<file path="src/rtl/i2c_target_pkg.sv">
package i2c_target_pkg;

  localparam int BYTE_W = 8;

  typedef enum logic [3:0] {
    ST_IDLE, ST_ADDR, ST_ADDR_ACK, ST_SUB, ST_SUB_ACK,
    ST_WR, ST_WR_ACK, ST_RD, ST_RD_ACK, ST_WAIT
  } tgtState_t;

  // strobes from control to datapath
  typedef struct packed {
    logic clrBits;
    logic shiftRx;
    logic loadTx;
    logic shiftTx;
    logic setPtr;
    logic writeReg;
  } dpStrobe_t;

  // three-level strap code to level 0 (low), 1 (open), 2 (high)
  function automatic logic [1:0] strapLevel(input logic [1:0] code);
    case (code)
      2'b00:   strapLevel = 2'd0;
      2'b01:   strapLevel = 2'd2;
      default: strapLevel = 2'd1;
    endcase
  endfunction

endpackage

</file>
<file path="src/rtl/i2c_line_filter.sv">
module i2c_line_filter #(
  parameter int SYNC_STAGES = 2,
  parameter int TAPS        = 3
) (
  input  logic clk,
  input  logic rstN,
  input  logic rawIn,
  output logic lineOut
);
  localparam int HALF = TAPS / 2;

  logic [SYNC_STAGES-1:0] syncQ;
  logic [TAPS-1:0]        winQ;

  // idle bus level is high, so reset everything high
  always_ff @(posedge clk or negedge rstN) begin
    if (!rstN) begin
      syncQ   <= '1;
      winQ    <= '1;
      lineOut <= 1'b1;
    end else begin
      syncQ   <= {syncQ[SYNC_STAGES-2:0], rawIn};
      winQ    <= {winQ[TAPS-2:0], syncQ[SYNC_STAGES-1]};
      lineOut <= ($countones(winQ) > HALF);
    end
  end

endmodule

</file>
<file path="src/rtl/i2c_target_dp.sv">
module i2c_target_dp
  import i2c_target_pkg::*;
#(
  parameter int         NUM_REGS  = 2,
  parameter logic [6:0] ADDR_BASE = 7'h60,
  localparam int        PTR_W     = (NUM_REGS > 1) ? $clog2(NUM_REGS) : 1
) (
  input  logic                       clk,
  input  logic                       rstN,
  input  logic                       sdaF,
  input  dpStrobe_t                  strb,
  input  logic [1:0]                 strapMsb,
  input  logic [1:0]                 strapLsb,
  output logic                       bitCnt8,
  output logic                       rxLsb,
  output logic                       addrMatch,
  output logic                       ptrValid,
  output logic                       txBit,
  output logic [NUM_REGS*BYTE_W-1:0] regFlat,
  output logic                       wrStb,
  output logic [PTR_W-1:0]           wrIdx
);
  logic [BYTE_W-1:0] rxShift;
  logic [BYTE_W-1:0] txShift;
  logic [3:0]        bitCnt;
  logic [PTR_W-1:0]  ptr;
  logic              strapTaken;
  logic [6:0]        devAddr;
  logic [3:0]        strapIdx;
  logic [BYTE_W-1:0] regFile [NUM_REGS];

  assign bitCnt8   = (bitCnt == 4'd8);
  assign rxLsb     = rxShift[0];
  assign txBit     = txShift[BYTE_W-1];
  assign addrMatch = strapTaken && (rxShift[7:1] == devAddr);
  assign ptrValid  = (int'(rxShift) < NUM_REGS);
  assign strapIdx  = {2'b00, strapLevel(strapMsb)} * 4'd3 + {2'b00, strapLevel(strapLsb)};

  // strap capture, once per reset
  always_ff @(posedge clk or negedge rstN) begin
    if (!rstN) begin
      strapTaken <= 1'b0;
      devAddr    <= ADDR_BASE;
    end else if (!strapTaken) begin
      strapTaken <= 1'b1;
      devAddr    <= ADDR_BASE + {3'b000, strapIdx};
    end
  end

  // receive shifter and bit counter
  always_ff @(posedge clk or negedge rstN) begin
    if (!rstN) begin
      rxShift <= '0;
      bitCnt  <= '0;
    end else begin
      if (strb.shiftRx) rxShift <= {rxShift[BYTE_W-2:0], sdaF};
      if (strb.clrBits)                 bitCnt <= '0;
      else if (strb.shiftRx && !bitCnt8) bitCnt <= bitCnt + 4'd1;
    end
  end

  // transmit shifter
  always_ff @(posedge clk or negedge rstN) begin
    if (!rstN)             txShift <= '1;
    else if (strb.loadTx)  txShift <= regFile[ptr];
    else if (strb.shiftTx) txShift <= {txShift[BYTE_W-2:0], 1'b1};
  end

  // pointer, register file, write strobe
  always_ff @(posedge clk or negedge rstN) begin
    if (!rstN) begin
      ptr   <= '0;
      wrStb <= 1'b0;
      wrIdx <= '0;
      for (int i = 0; i < NUM_REGS; i++) regFile[i] <= '0;
    end else begin
      wrStb <= strb.writeReg;
      if (strb.setPtr) ptr <= rxShift[PTR_W-1:0];
      if (strb.writeReg) begin
        regFile[ptr] <= rxShift;
        wrIdx        <= ptr;
        ptr          <= (ptr == PTR_W'(NUM_REGS - 1)) ? '0 : ptr + 1'b1;
      end
    end
  end

  for (genvar g = 0; g < NUM_REGS; g++) begin : g_flat
    assign regFlat[g*BYTE_W +: BYTE_W] = regFile[g];
  end

  assert_regs_hold_R6: assert property (@(posedge clk) disable iff (!rstN)
    !strb.writeReg |=> $stable(regFlat));

  assert_addr_frozen_R2: assert property (@(posedge clk) disable iff (!rstN)
    (strapTaken && $past(strapTaken)) |-> $stable(devAddr));

endmodule

</file>
<file path="src/rtl/i2c_target_ctrl.sv">
module i2c_target_ctrl
  import i2c_target_pkg::*;
#(
  parameter int HOLDOFF_CYCLES = 3000,
  localparam int HOLD_W = $clog2(HOLDOFF_CYCLES + 1)
) (
  input  logic      clk,
  input  logic      rstN,
  input  logic      sclF,
  input  logic      sdaF,
  input  logic      bitCnt8,
  input  logic      rxLsb,
  input  logic      addrMatch,
  input  logic      ptrValid,
  input  logic      txBit,
  output dpStrobe_t strb,
  output logic      sdaDrive
);
  tgtState_t   state, nextState;
  logic        sclPrev, sdaPrev;
  logic        sclRise, sclFall, startEv, stopEv;
  logic [HOLD_W-1:0] holdCnt;
  logic        holdBusy;

  assign holdBusy = (holdCnt != HOLD_W'(HOLDOFF_CYCLES));
  assign sclRise  = sclF && !sclPrev;
  assign sclFall  = !sclF && sclPrev;
  assign startEv  = sclF && sclPrev && sdaPrev && !sdaF;
  assign stopEv   = sclF && sclPrev && !sdaPrev && sdaF;

  always_ff @(posedge clk or negedge rstN) begin
    if (!rstN) begin
      state   <= ST_IDLE;
      sclPrev <= 1'b1;
      sdaPrev <= 1'b1;
      holdCnt <= '0;
    end else begin
      state   <= nextState;
      sclPrev <= sclF;
      sdaPrev <= sdaF;
      if (holdBusy) holdCnt <= holdCnt + 1'b1;
    end
  end

  always_comb begin
    nextState = state;
    strb      = '0;
    if (!holdBusy && startEv) begin
      nextState    = ST_ADDR;
      strb.clrBits = 1'b1;
    end else if (!holdBusy && stopEv) begin
      nextState = ST_IDLE;
    end else begin
      case (state)
        ST_ADDR: begin
          strb.shiftRx = sclRise;
          if (sclFall && bitCnt8) nextState = addrMatch ? ST_ADDR_ACK : ST_WAIT;
        end
        ST_ADDR_ACK: if (sclFall) begin
          strb.clrBits = 1'b1;
          if (rxLsb) begin
            strb.loadTx = 1'b1;
            nextState   = ST_RD;
          end else begin
            nextState = ST_SUB;
          end
        end
        ST_SUB: begin
          strb.shiftRx = sclRise;
          if (sclFall && bitCnt8) nextState = ptrValid ? ST_SUB_ACK : ST_WAIT;
        end
        ST_SUB_ACK: if (sclFall) begin
          strb.setPtr  = 1'b1;
          strb.clrBits = 1'b1;
          nextState    = ST_WR;
        end
        ST_WR: begin
          strb.shiftRx = sclRise;
          if (sclFall && bitCnt8) nextState = ST_WR_ACK;
        end
        ST_WR_ACK: if (sclFall) begin
          strb.writeReg = 1'b1;
          strb.clrBits  = 1'b1;
          nextState     = ST_WR;
        end
        ST_RD: begin
          strb.shiftRx = sclRise;
          if (sclFall) begin
            if (bitCnt8) nextState = ST_RD_ACK;
            else         strb.shiftTx = 1'b1;
          end
        end
        ST_RD_ACK: begin
          strb.shiftRx = sclRise;
          if (sclFall) begin
            if (rxLsb) nextState = ST_WAIT;
            else begin
              strb.loadTx  = 1'b1;
              strb.clrBits = 1'b1;
              nextState    = ST_RD;
            end
          end
        end
        default: ;
      endcase
    end
  end

  always_comb begin
    sdaDrive = (state == ST_ADDR_ACK) || (state == ST_SUB_ACK) ||
               (state == ST_WR_ACK) || ((state == ST_RD) && !txBit);
  end

  assert_drive_scl_low_R5: assert property (@(posedge clk) disable iff (!rstN)
    !$stable(sdaDrive) |-> !sclF);

  assert_holdoff_idle_R8: assert property (@(posedge clk) disable iff (!rstN)
    holdBusy |-> (state == ST_IDLE));

endmodule

</file>
<file path="src/rtl/strap_i2c_target.sv">
module strap_i2c_target
  import i2c_target_pkg::*;
#(
  parameter int         HOLDOFF_CYCLES = 3000,
  parameter int         SYNC_STAGES    = 2,
  parameter int         FILTER_TAPS    = 3,
  parameter logic [6:0] ADDR_BASE      = 7'h60
) (
  input  logic       clk,
  input  logic       rstN,
  input  logic       sclIn,
  input  logic       sdaIn,
  output logic       sdaDrive,
  input  logic [1:0] strapMsb,
  input  logic [1:0] strapLsb,
  output logic [7:0] regCtrl,
  output logic [7:0] regFault,
  output logic       wrStb,
  output logic       wrIdx
);
  localparam int NUM_REGS = 2;
  localparam int LINES    = 2;

  logic [LINES-1:0] rawLine, filtLine;
  dpStrobe_t        strb;
  logic             bitCnt8, rxLsb, addrMatch, ptrValid, txBit;
  logic [NUM_REGS*BYTE_W-1:0] regFlat;

  assign rawLine = {sdaIn, sclIn};

  for (genvar l = 0; l < LINES; l++) begin : g_line
    i2c_line_filter #(.SYNC_STAGES(SYNC_STAGES), .TAPS(FILTER_TAPS)) i_filt (
      .clk(clk), .rstN(rstN), .rawIn(rawLine[l]), .lineOut(filtLine[l]));
  end

  i2c_target_ctrl #(.HOLDOFF_CYCLES(HOLDOFF_CYCLES)) i_ctrl (
    .clk(clk), .rstN(rstN), .sclF(filtLine[0]), .sdaF(filtLine[1]),
    .bitCnt8(bitCnt8), .rxLsb(rxLsb), .addrMatch(addrMatch),
    .ptrValid(ptrValid), .txBit(txBit), .strb(strb), .sdaDrive(sdaDrive));

  i2c_target_dp #(.NUM_REGS(NUM_REGS), .ADDR_BASE(ADDR_BASE)) i_dp (
    .clk(clk), .rstN(rstN), .sdaF(filtLine[1]), .strb(strb),
    .strapMsb(strapMsb), .strapLsb(strapLsb), .bitCnt8(bitCnt8),
    .rxLsb(rxLsb), .addrMatch(addrMatch), .ptrValid(ptrValid),
    .txBit(txBit), .regFlat(regFlat), .wrStb(wrStb), .wrIdx(wrIdx));

  assign regCtrl  = regFlat[7:0];
  assign regFault = regFlat[15:8];

endmodule

</file>
<file path="config.mk">
export PLATFORM = sky130hd
export DESIGN_NAME = strap_i2c_target
export DESIGN_NICKNAME = d
export VERILOG_FILES = /design/src/rtl/i2c_target_pkg.sv /design/src/rtl/i2c_line_filter.sv /design/src/rtl/i2c_target_dp.sv /design/src/rtl/i2c_target_ctrl.sv /design/src/rtl/strap_i2c_target.sv
export SDC_FILE = /design/constraint.sdc
export NUM_CORES = 1
export LEC_CHECK = 0
export ABC_CLOCK_PERIOD_IN_PS = 2100
export BUFFER_PORTS_ARGS = -buffer_cell sky130_fd_sc_hd__buf_2
export CORE_MARGIN = 8
export CORE_UTILIZATION = 45
export DETAILED_ROUTE_END_ITERATION = 7
export SYNTH_ARGS = -nofsm -noshare
export SYNTH_HDL_FRONTEND = slang
export SYNTH_SLANG_ARGS = --single-unit
</file>
<file path="constraint.sdc">
create_clock -name clk -period 2.1 [get_ports clk]
set_input_delay 0.21 -clock clk [delete_from_list [all_inputs] [get_ports clk]]
set_output_delay 0.21 -clock clk [all_outputs]
set_load 0.02 [all_outputs]
</file>
==> Word-level counts from Yosys, hierarchy flattened <==
Index checks and enable logic that the tools add are counted.
W data, S select, Z words.
{ "word_totals": {"register_bits": 77, "in_bits": 8, "out_inout_bits": 19, "elab_cells": 137} }
{ "op_classes": {"add_sub_neg": 9, "multipliers": 1, "order_cmp": 5, "eq_ne": 21, "muxes": 46, "n_bitwise": 1, "reduce_logical": 34} }
{ "ops": {"columns": ["operator", "count"], "rows": [
  ["$add A32 B1 Y32", 2],
  ["$gt A32 B2 Y1 const B", 2],
  ["$mux W4", 15],
  ["$mux W8", 6],
  ["$ne A4 B1 Y1 const B", 8],
  ["$pmux W4 S7", 1],
  ["$bwmux W16", 1],
  ["$eq A4 B3 Y1 const B", 4],
  ["$mux W1", 15],
  ["$logic_and A1 B1 Y1", 14],
  ["$add A12 B1 Y12 const B", 1],
  ["$ne A12 B12 Y1 const B", 1],
  ["$reduce_and A9 Y1", 1],
  ["$reduce_bool A9 Y1", 1],
  ["$demux W8 S1", 1],
  ["$eq A4 B2 Y1 const B", 2],
  ["$eq A4 B4 Y1 const B", 2],
  ["$lt A8 B2 Y1 const B", 1],
  ["$pmux W2 S2", 2],
  ["$add A6 B5 Y7 const A", 1],
  ["$eq A7 B7 Y1", 1],
  ["$logic_not A1 Y1", 7],
  ["$mux W6", 1],
  ["$reduce_bool A2 Y1", 3],
  ["other kinds (18)", 24]
]} }

==> Depth between registers and ports, before layout <==
Gate-level depths: netlist (run 1).
{ "logic_depth": {"ltp_word": 9, "depth_mapped": 8, "ltp_nobuf": 7} }

==> Hierarchy <==
Synthesis (run 1) repeated with hierarchy kept, for this count alone.
{ "hier_totals": {"hier_cells": 295, "hier_area_um2": 3468.3} }
{ "by_module_without_submodules": {"columns": ["module", "instances", "cells_per_inst", "area_per_inst_um2", "seq_area_each_um2"], "rows": [
  ["i2c_target_dp", 1, 155, 2011.9, 1111.1],
  ["i2c_target_ctrl", 1, 124, 1101.1, 452.9],
  ["i2c_line_filter", 2, 8, 177.7, 157.7]
]} }

==> Least setup slack after synthesis (run 1) <==
Ideal clock, no wire load.
{ "synth_path": {"kind": "reg-to-reg", "from": "register i_dp.rxShift[5]", "to": "register i_ctrl.state[3]", "setup_time_ps": 121, "t_arrival_ps": 1505, "t_required_ps": 1979, "slack_ps": 474, "path_stages_with_launch": 6, "n_path_buf": 0, "synth_period_minus_slack_ps": 1626, "path_cell_list": "dfrtp_1 > or4_4 > nor3_2 > o21ai_1 > and3_1 > a22o_1"} }
{ "synth_via": {"elab_chain_cells": 7, "elab_cells_between_ends": 10, "classes_between": "1 x order compare; 1 x eq/ne; 7 x mux; 1 x reduce/logical"} }
{ "synth_lines": {"columns": ["element", "line", "source"], "rows": [
  ["start: declaration", "i2c_target_dp.sv:23", "logic [BYTE_W-1:0] rxShift;"],
  ["start signal: assignment", "i2c_target_dp.sv:56", "if (strb.shiftRx) rxShift <= {rxShift[BYTE_W-2:0], sdaF};"],
  ["branches (longest 4 deep; another with $lt A8 B2 Y1)", null, null],
  ["$pmux W4 S7 (*)", "i2c_target_ctrl.sv:54", "case (state)"],
  ["$mux W4 (*)", "i2c_target_ctrl.sv:51", "end else if (!holdBusy && stopEv) begin"],
  ["$mux W4 (*)", "i2c_target_ctrl.sv:48", "if (!holdBusy && startEv) begin"],
  ["end signal: assignment", "i2c_target_ctrl.sv:38", "state <= nextState;"],
  ["end: declaration", "i2c_target_ctrl.sv:19", "tgtState_t state, nextState;"]
]} }
Every way passes the cells marked *. The select of a mux whose other input is x is not followed.
A chain may end at the register's enable or synchronous reset.

==> Worst setup path after layout (run 1) <==
{ "layout_path": {"from": "register i_ctrl.state[3]", "to": "register i_dp.txShift[7]"} }
{ "layout_via": {"elab_chain_cells": 5, "elab_cells_between_ends": 9, "classes_between": "3 x eq/ne; 5 x mux; 1 x reduce/logical"} }
{ "layout_lines": {"columns": ["element", "line", "source"], "rows": [
  ["$eq A4 B4 Y1 (tied with other cells)", "i2c_target_ctrl.sv:54", null],
  ["$pmux W1 S2 or $mux W1 (tied branches)", "i2c_target_ctrl.sv:54", null],
  ["$mux W6 (*)", "i2c_target_ctrl.sv:51", null],
  ["$mux W5 (*)", "i2c_target_ctrl.sv:48", null],
  ["$mux W8 or $reduce_bool A2 Y1 (tied branches)", null, null],
  ["end signal: assignment", "i2c_target_dp.sv:65", "else if (strb.loadTx) txShift <= regFile[ptr];"],
  ["end signal: assignment", "i2c_target_dp.sv:66", "else if (strb.shiftTx) txShift <= {txShift[BYTE_W-2:0], 1'b1};"],
  ["end: declaration", "i2c_target_dp.sv:24", "logic [BYTE_W-1:0] txShift;"]
]} }
Every way passes the cells marked *; elsewhere a longest branch is shown, timed or not.

==> metrics.yaml, run 1 <==
status: "finished, final reports clean"
async_flop_share: 1.000
fin_tns_setup_ns: 0
slew_headroom: 0.5749
ys.flop_type: "dfrtp_1"
fin_ws_ns: 0.1851
synth_adder_area_share: 0.03784
synth_top_family_by_area: "simple AND/OR/NAND/NOR gates"
routedWlPerCell_um: 14.85
regArea_um2: 1879
skew_ns: 0.01102
multi_input_area_um2: 1488
synthesis.nets: 304
num_vias: 2190
hpwl_mm: 4.504
pin_count: 27
cp_common_cell: "nor2b_1"
period_share: 0.9119
rsz0062_at_grt: "no"
vias_per_cell: 5.129
cts_tree: "built"
cts_resized: 0
cp_top_family: "simple AND/OR/NAND/NOR gates"
hp-class: "input pin to register"
diodes: 0
fin_nets: 338
synthTopCellsByArea: "dfrtp_1 37%, dfstp_2 16%, mux2_2 8.7%, xnor2_1 3.5%, ha_1 3.2%"
coreArea_um2: 7647
tightest_slew_ns: 0.6376
power_density_nw_per_um2: 729.5
drive_above_1_share: 0.3354
slowest_stage: "dfrtp_1"
rr_worst_depth: 6
ys_seq_elements: 74
period_needed_ns: 1.915
power_leakage_nw: 1.826
start_kind: "register"
synthCells: 286
fin_hold_ws_ns: 0.2213
hold_violations: 0
cts_buffer_depth: 2
grt_max_degree: 75
hold_path_depth: 3
cts_max_level: 3
route.detailed.drc: 0
synth_area_leader_cell: "dfrtp_1"
final_util: 0.5242
crit_required_ns: 2.37
yosys_warnings: 0
fillers: 656
synth_xor_area_frac: 0.04748
netlist.area_leader.share: 0.3713
critPathKind: "register to register"
antenna_left: 0
cts_sinks: 74
overflow: 0
synthSimpleGateAreaFrac: 0.1392
routed_wl_mm: 6.340
place_ws_ns: 0.1864
die_height_um: 104.3
slew_viol_final: 0
synth_edf_count: 0
rows: 32
synth_compound_area_frac: 0.08069
port_buffers: 26
die_w_um: 104.3
path_cells: "nor2b_1 > and2_2 > o211ai_4 > nor2b_1 > buf_4 > a221o_1"
synth_mux_area_frac: 0.1182
cts.clk_slew.worst_paths_ns: 0.08
area_delta_synth_final_pct: 14.39
netlist_area_um2: 3505
numCtsBuffers: 9
dr.pass1.iters: 4
endpoint_kind: "register"
cp_num_cells: 6
worstPathArrival_ns: 2.18
drtIter0Drc: 76
peakVddDrop_mv: 0.4563
antenna_found_initial: 0
yosysSeqAreaShare: 0.5362
max_cap_violations: 0
max_stage_delay_ns: 0.59
grt_pass1_vias: 2239
grt_pass1_wl_mm: 10.98
die_area_um2: 10870
grt_use_total: 0.1248
clk_latency_ns: 0.35
cts_root_buf: "clkbuf_8"
path_max_fanout: 12
critPathBufInv: 1
power_mw: 2.924
ys_types: 57
avgSynthCellArea_um2: 12.25
fmax_mhz: 522.2
finalSetupViolations: 0
gp_congestion: 0.8868
initial_core_util: 0.4583
[sequential cells by signal, summed over array words and instances (netlist names)]
| signal | cells |
|---|---|
| i_ctrl.sclPrev | 1 |
| i_dp.devAddr | 4 |
| i_ctrl.sdaPrev | 1 |
| i_dp.wrIdx | 1 |
| i_dp.ptr | 1 |
| i_dp.rxShift | 8 |
| i_dp.bitCnt | 4 |
| i_dp.regFlat | 16 |
| i_dp.strapTaken | 1 |
| i_dp.wrStb | 1 |
| i_dp.txShift | 8 |
| g_line.i_filt.winQ | 6 |
| g_line.i_filt.lineOut | 2 |
| i_ctrl.holdCnt | 12 |
| g_line.i_filt.syncQ | 4 |
| i_ctrl.state | 4 |
[routing by layer]
metal,track usage,vias to the layer above,part of all wire
li1,-,1068,-
met1,0.1673,1076,0.50
met2,0.1838,35,0.45
met3,0.02540,11,0.026
met4,0.07032,0,0.021
met5,0,-,0
[worst min-delay path, cell delays in order]
cell and delay [ns]:
buf_2 0.09, ha_1 0.11, mux2_2 0.13
[final cells by class]
class | instances | share of cell area
inverter | 15 | 0.01404
multi-input combinational | 185 | 0.3711
sequential | 74 | 0.4688
clock inverter | 6 | 0.02809
timing repair buffer | 35 | 0.05431
clock buffer | 10 | 0.03184
tap | 102 | 0.03184
[synth_stat cells (2+ instances only)]
cell       n
a21o_1     2
a21oi_1    6
a221o_1    7
a22o_1     3
and3_1     3
buf_2      2
buf_6      4
clkbuf_1   5
dfrtp_1   52
dfstp_2   22
ha_1       9
inv_1     15
mux2_2    27
mux2i_1   11
nand2_1   13
nand2b_1   3
nand3_1    6
nand4_1    3
nand4b_1   2
nor2_1    20
nor2b_1    6
nor3_1     6
nor4_1     2
o21ai_0    6
o21ai_1    2
xnor2_1   14
xor2_1     5
[report_power, final]
group	switching, mW	leakage (nW)	total (mW)	internal (mW)
sequential	0.0260	0.932	1.49	1.47
clock	0.534	0.121	1.33	0.794
combinational	0.0553	0.773	0.101	0.0458
total	0.616	1.83	2.92	2.31
[cell usage in the layout, fill, tap and decap left out, types with 7 or more instances in the layout]
| cell | Yosys | routed |
|---|---|---|
| xnor2_1 | 14 | 14 |
| nand2_1 | 13 | 13 |
| mux2_2 | 27 | 27 |
| nor2_1 | 20 | 20 |
| clkbuf_8 | 0 | 9 |
| inv_1 | 15 | 15 |
| mux2i_1 | 11 | 11 |
| buf_2 | 2 | 26 |
| dfstp_2 | 22 | 22 |
| a221o_1 | 7 | 7 |
| dfrtp_1 | 52 | 52 |
| ha_1 | 9 | 9 |
[cells by family (layout without fill, tap and decap cells)]
family / Yosys count / after routing
and+or+nand+nor: 81 / 81
DFF: 74 / 74
xor gates and xnor gates: 19 / 19
other: 1 / 1
muxes: 38 / 38
AOI/OAI and AO/OA: 36 / 36
buffers and inverters: 27 / 66
adders and majority gates: 10 / 10
[worst paths after layout]
| kind | startpoint | endpoint | slack (ns) |
|---|---|---|---|
| max in group asynchronous | rstN | g_line[0].i_filt.winQ[2] | 1.33 |
| min in group asynchronous | rstN | i_ctrl.state[2] | 0.42 |
| hold / removal | strapLsb[1] | i_dp.devAddr[0] | 0.22 |
| setup reg to reg | i_ctrl.state[3] | i_dp.txShift[7] | 0.19 |
| hold reg to reg | g_line[1].i_filt.syncQ[1] | g_line[1].i_filt.winQ[0] | 0.36 |
| setup / recovery | i_ctrl.state[3] | i_dp.txShift[7] | 0.19 |
[timing repair]
item	CTS	global route
buffers inserted	0	0
hold buffers	3	0
endpoints found under the hold margin	54	0
[metrics by stage]
step                instance area (µm²)  cells
floorplan                          3505    286
finish                             4009    427
CTS                                4009    427
global route                       4009    427
global placement                   3739    408
detailed placement                 3739    408
No activity file was read; power rests on OpenSTA's default activity.
==> run 2: changes to the inputs <==
ABC_CLOCK_PERIOD_IN_PS = 1890   (was 2100)
clock period = 1.89 ns   (was 2.1 ns; I/O delays follow)
==> run 2 against run 1 <==
Global-route usage increased by 0.28 points; total power rose by 2.3%; sequential cell count did not move; count of clock-buffer cells in the layout rose by 1; register-to-register slack got worse by 0.05 ns; worst hold slack got worse by 0.019 ns.
==> metrics.yaml, run 2 (synthesized netlist as in run 1, its figures left out) <==
num_vias: 2186  # was 2,190
max_cap_violations: 0  # unchanged
finalSetupViolations: 0  # unchanged
critPathKind: "register to register"  # unchanged
regArea_um2: 1881  # was 1879 µm²
diodes: 0  # unchanged
die_height_um: 104.3  # unchanged
hpwl_mm: 4.663  # was 4.504 mm
largest_reg_flops: 16  # unchanged
layout_commonest_cell: "dfrtp_1"  # unchanged
worstPathArrival_ns: 1.99  # was 2.18 ns
fin_nets: 349  # was 338
skew_ns: 0.009808  # was 0.01102 ns
cts_tree: "built"  # unchanged
cts_buffer_depth: 2  # unchanged
status: "finished, final reports clean"  # unchanged
final_cell_mix: "51 x dfrtp_1, 27 x mux2_2, 25 x buf_2"  # was 52 x dfrtp_1, 27 x mux2_2, 26 x buf_2
cts_sinks: 74  # unchanged
antenna_left: 0  # unchanged
period_needed_ns: 1.755  # was 1.915 ns
routed_wl_mm: 6.471  # was 6.340 mm
power_density_nw_per_um2: 737.8  # was 729.5 nW/µm²
hold_violations: 0  # unchanged
tightest_slew_ns: 0.6673  # was 0.6376 ns
fillers: 672  # was 656
rsz0062_at_grt: "no"  # unchanged
numCtsBuffers: 9  # unchanged
fin_hold_ws_ns: 0.2021  # was 0.2213 ns
area_delta_synth_final_pct: 15.71  # was 14.39%
drive_above_1_share: 0.3612  # was 0.3354
cts_max_level: 3  # unchanged
gp_congestion: 0.8265  # was 0.8868
grt_use_total: 0.1276  # was 0.1248
die_area_um2: 10870  # unchanged
final_util: 0.5303  # was 0.5242
fin_tns_setup_ns: 0  # unchanged
route.detailed.drc: 0  # unchanged
instances_no_fill: 437  # was 427
cts_setup_buffers: 0  # unchanged
hp-class: "input pin to register"  # unchanged
die_w_um: 104.3  # unchanged
slew_headroom: 0.5552  # was 0.5749
vias_per_cell: 5.002  # was 5.129
cts_root_buf: "clkbuf_8"  # unchanged
dr.pass1.iters: 4  # unchanged
start_kind: "register"  # unchanged
endpoint_kind: "register"  # unchanged
multi_input_area_um2: 1495  # was 1488 µm²
routedWlPerCell_um: 14.81  # was 14.85 µm
antenna_found_initial: 0  # unchanged
power_leakage_nw: 1.876  # was 1.826 nW
grt_pass1_wl_mm: 11.25  # was 10.98 mm
path_max_fanout: 8  # was 12
rows: 32  # unchanged
slew_viol_final: 0  # unchanged
grt_max_degree: 75  # unchanged
cts.clk_slew.worst_paths_ns: 0.08  # about the same
crit_required_ns: 2.12  # was 2.37 ns
drtIter0Drc: 46  # was 76
period_share: 0.9285  # was 0.9119
overflow: 0  # unchanged
peakVddDrop_mv: 0.4591  # was 0.4563 mV
coreArea_um2: 7647  # unchanged
initial_core_util: 0.4583  # unchanged
grt_pass1_vias: 2346  # was 2,239
port_buffers: 26  # unchanged
fmax_mhz: 569.8  # was 522.2 MHz
dp_cells: 419  # was 408
clk_latency_ns: 0.35  # about the same
pin_count: 27  # unchanged
[run 2: cell count changes in the layout (fill, tap and decap cells not counted), sizes merged]
cell,previous run,this run
bufinv,3,1
buf,32,43
clkinv,2,1
clkinvlp,0,1
clkbuf,10,11
[run 2: path summary, 6_finish.rpt]
kind / cells after the start / slack [ns] / to / from
min in group asynchronous: 3 / 0.40 / i_ctrl.state[1] / rstN
worst max-delay path: 5 / 0.14 / i_dp.regFlat[4] / i_ctrl.sclPrev
worst min register to register: 0 / 0.36 / g_line[1].i_filt.winQ[0] / g_line[1].i_filt.syncQ[1]
worst max register to register: 5 / 0.14 / i_dp.regFlat[4] / i_ctrl.sclPrev
worst min-delay path: 3 / 0.20 / i_dp.devAddr[0] / strapLsb[1]
max in group asynchronous: 3 / 1.13 / i_ctrl.sdaPrev / rstN
[run 2: critical path: stages, from the launching register on]
cell and delay, ns:
dfstp_2 0.60, nand4bb_4 0.14, nor2_1 0.15, nand2_1 0.13, nor2_4 0.24, mux2_2 0.37
[run 2: layout make-up]
cell class,instances,area share
timing repair buffer,46,0.07467
inverter,15,0.01388
multi-input combinational,185,0.3687
sequential,74,0.4637
clock buffer,11,0.03487
tap,102,0.03147
clock inverter,4,0.01265
[run 2: layer usage]
| metal | vias up | GRT usage | share of wire |
|---|---|---|---|
| li1 | 1087 | - | - |
| met1 | 1061 | 0.1660 | 0.51 |
| met2 | 26 | 0.1957 | 0.44 |
| met3 | 12 | 0.02664 | 0.023 |
| met4 | 0 | 0.06618 | 0.023 |
| met5 | - | 0 | 0 |
[run 2: timing repair]
item,in CTS,in global routing
resized for setup,0,4
hold endpoints to repair,54,0
endpoints found under the setup margin,0,17
hold buffers,3,0
[run 2: metrics by stage]
step	setup WS (ns)	power (mW)	cell area [µm²]
floorplan	0.2640	1.739	3505
global placement	0.09873	1.800	3821
detailed placement	0.08343	1.801	3821
CTS	0.06052	3.039	4044
global route	0.007129	3.114	4055
finish	0.1351	2.992	4055
[run 2: report_power, final]
part           switching, mW  internal (mW)
combinational         0.0606         0.0502
clock                  0.578          0.642
sequential            0.0293           1.63
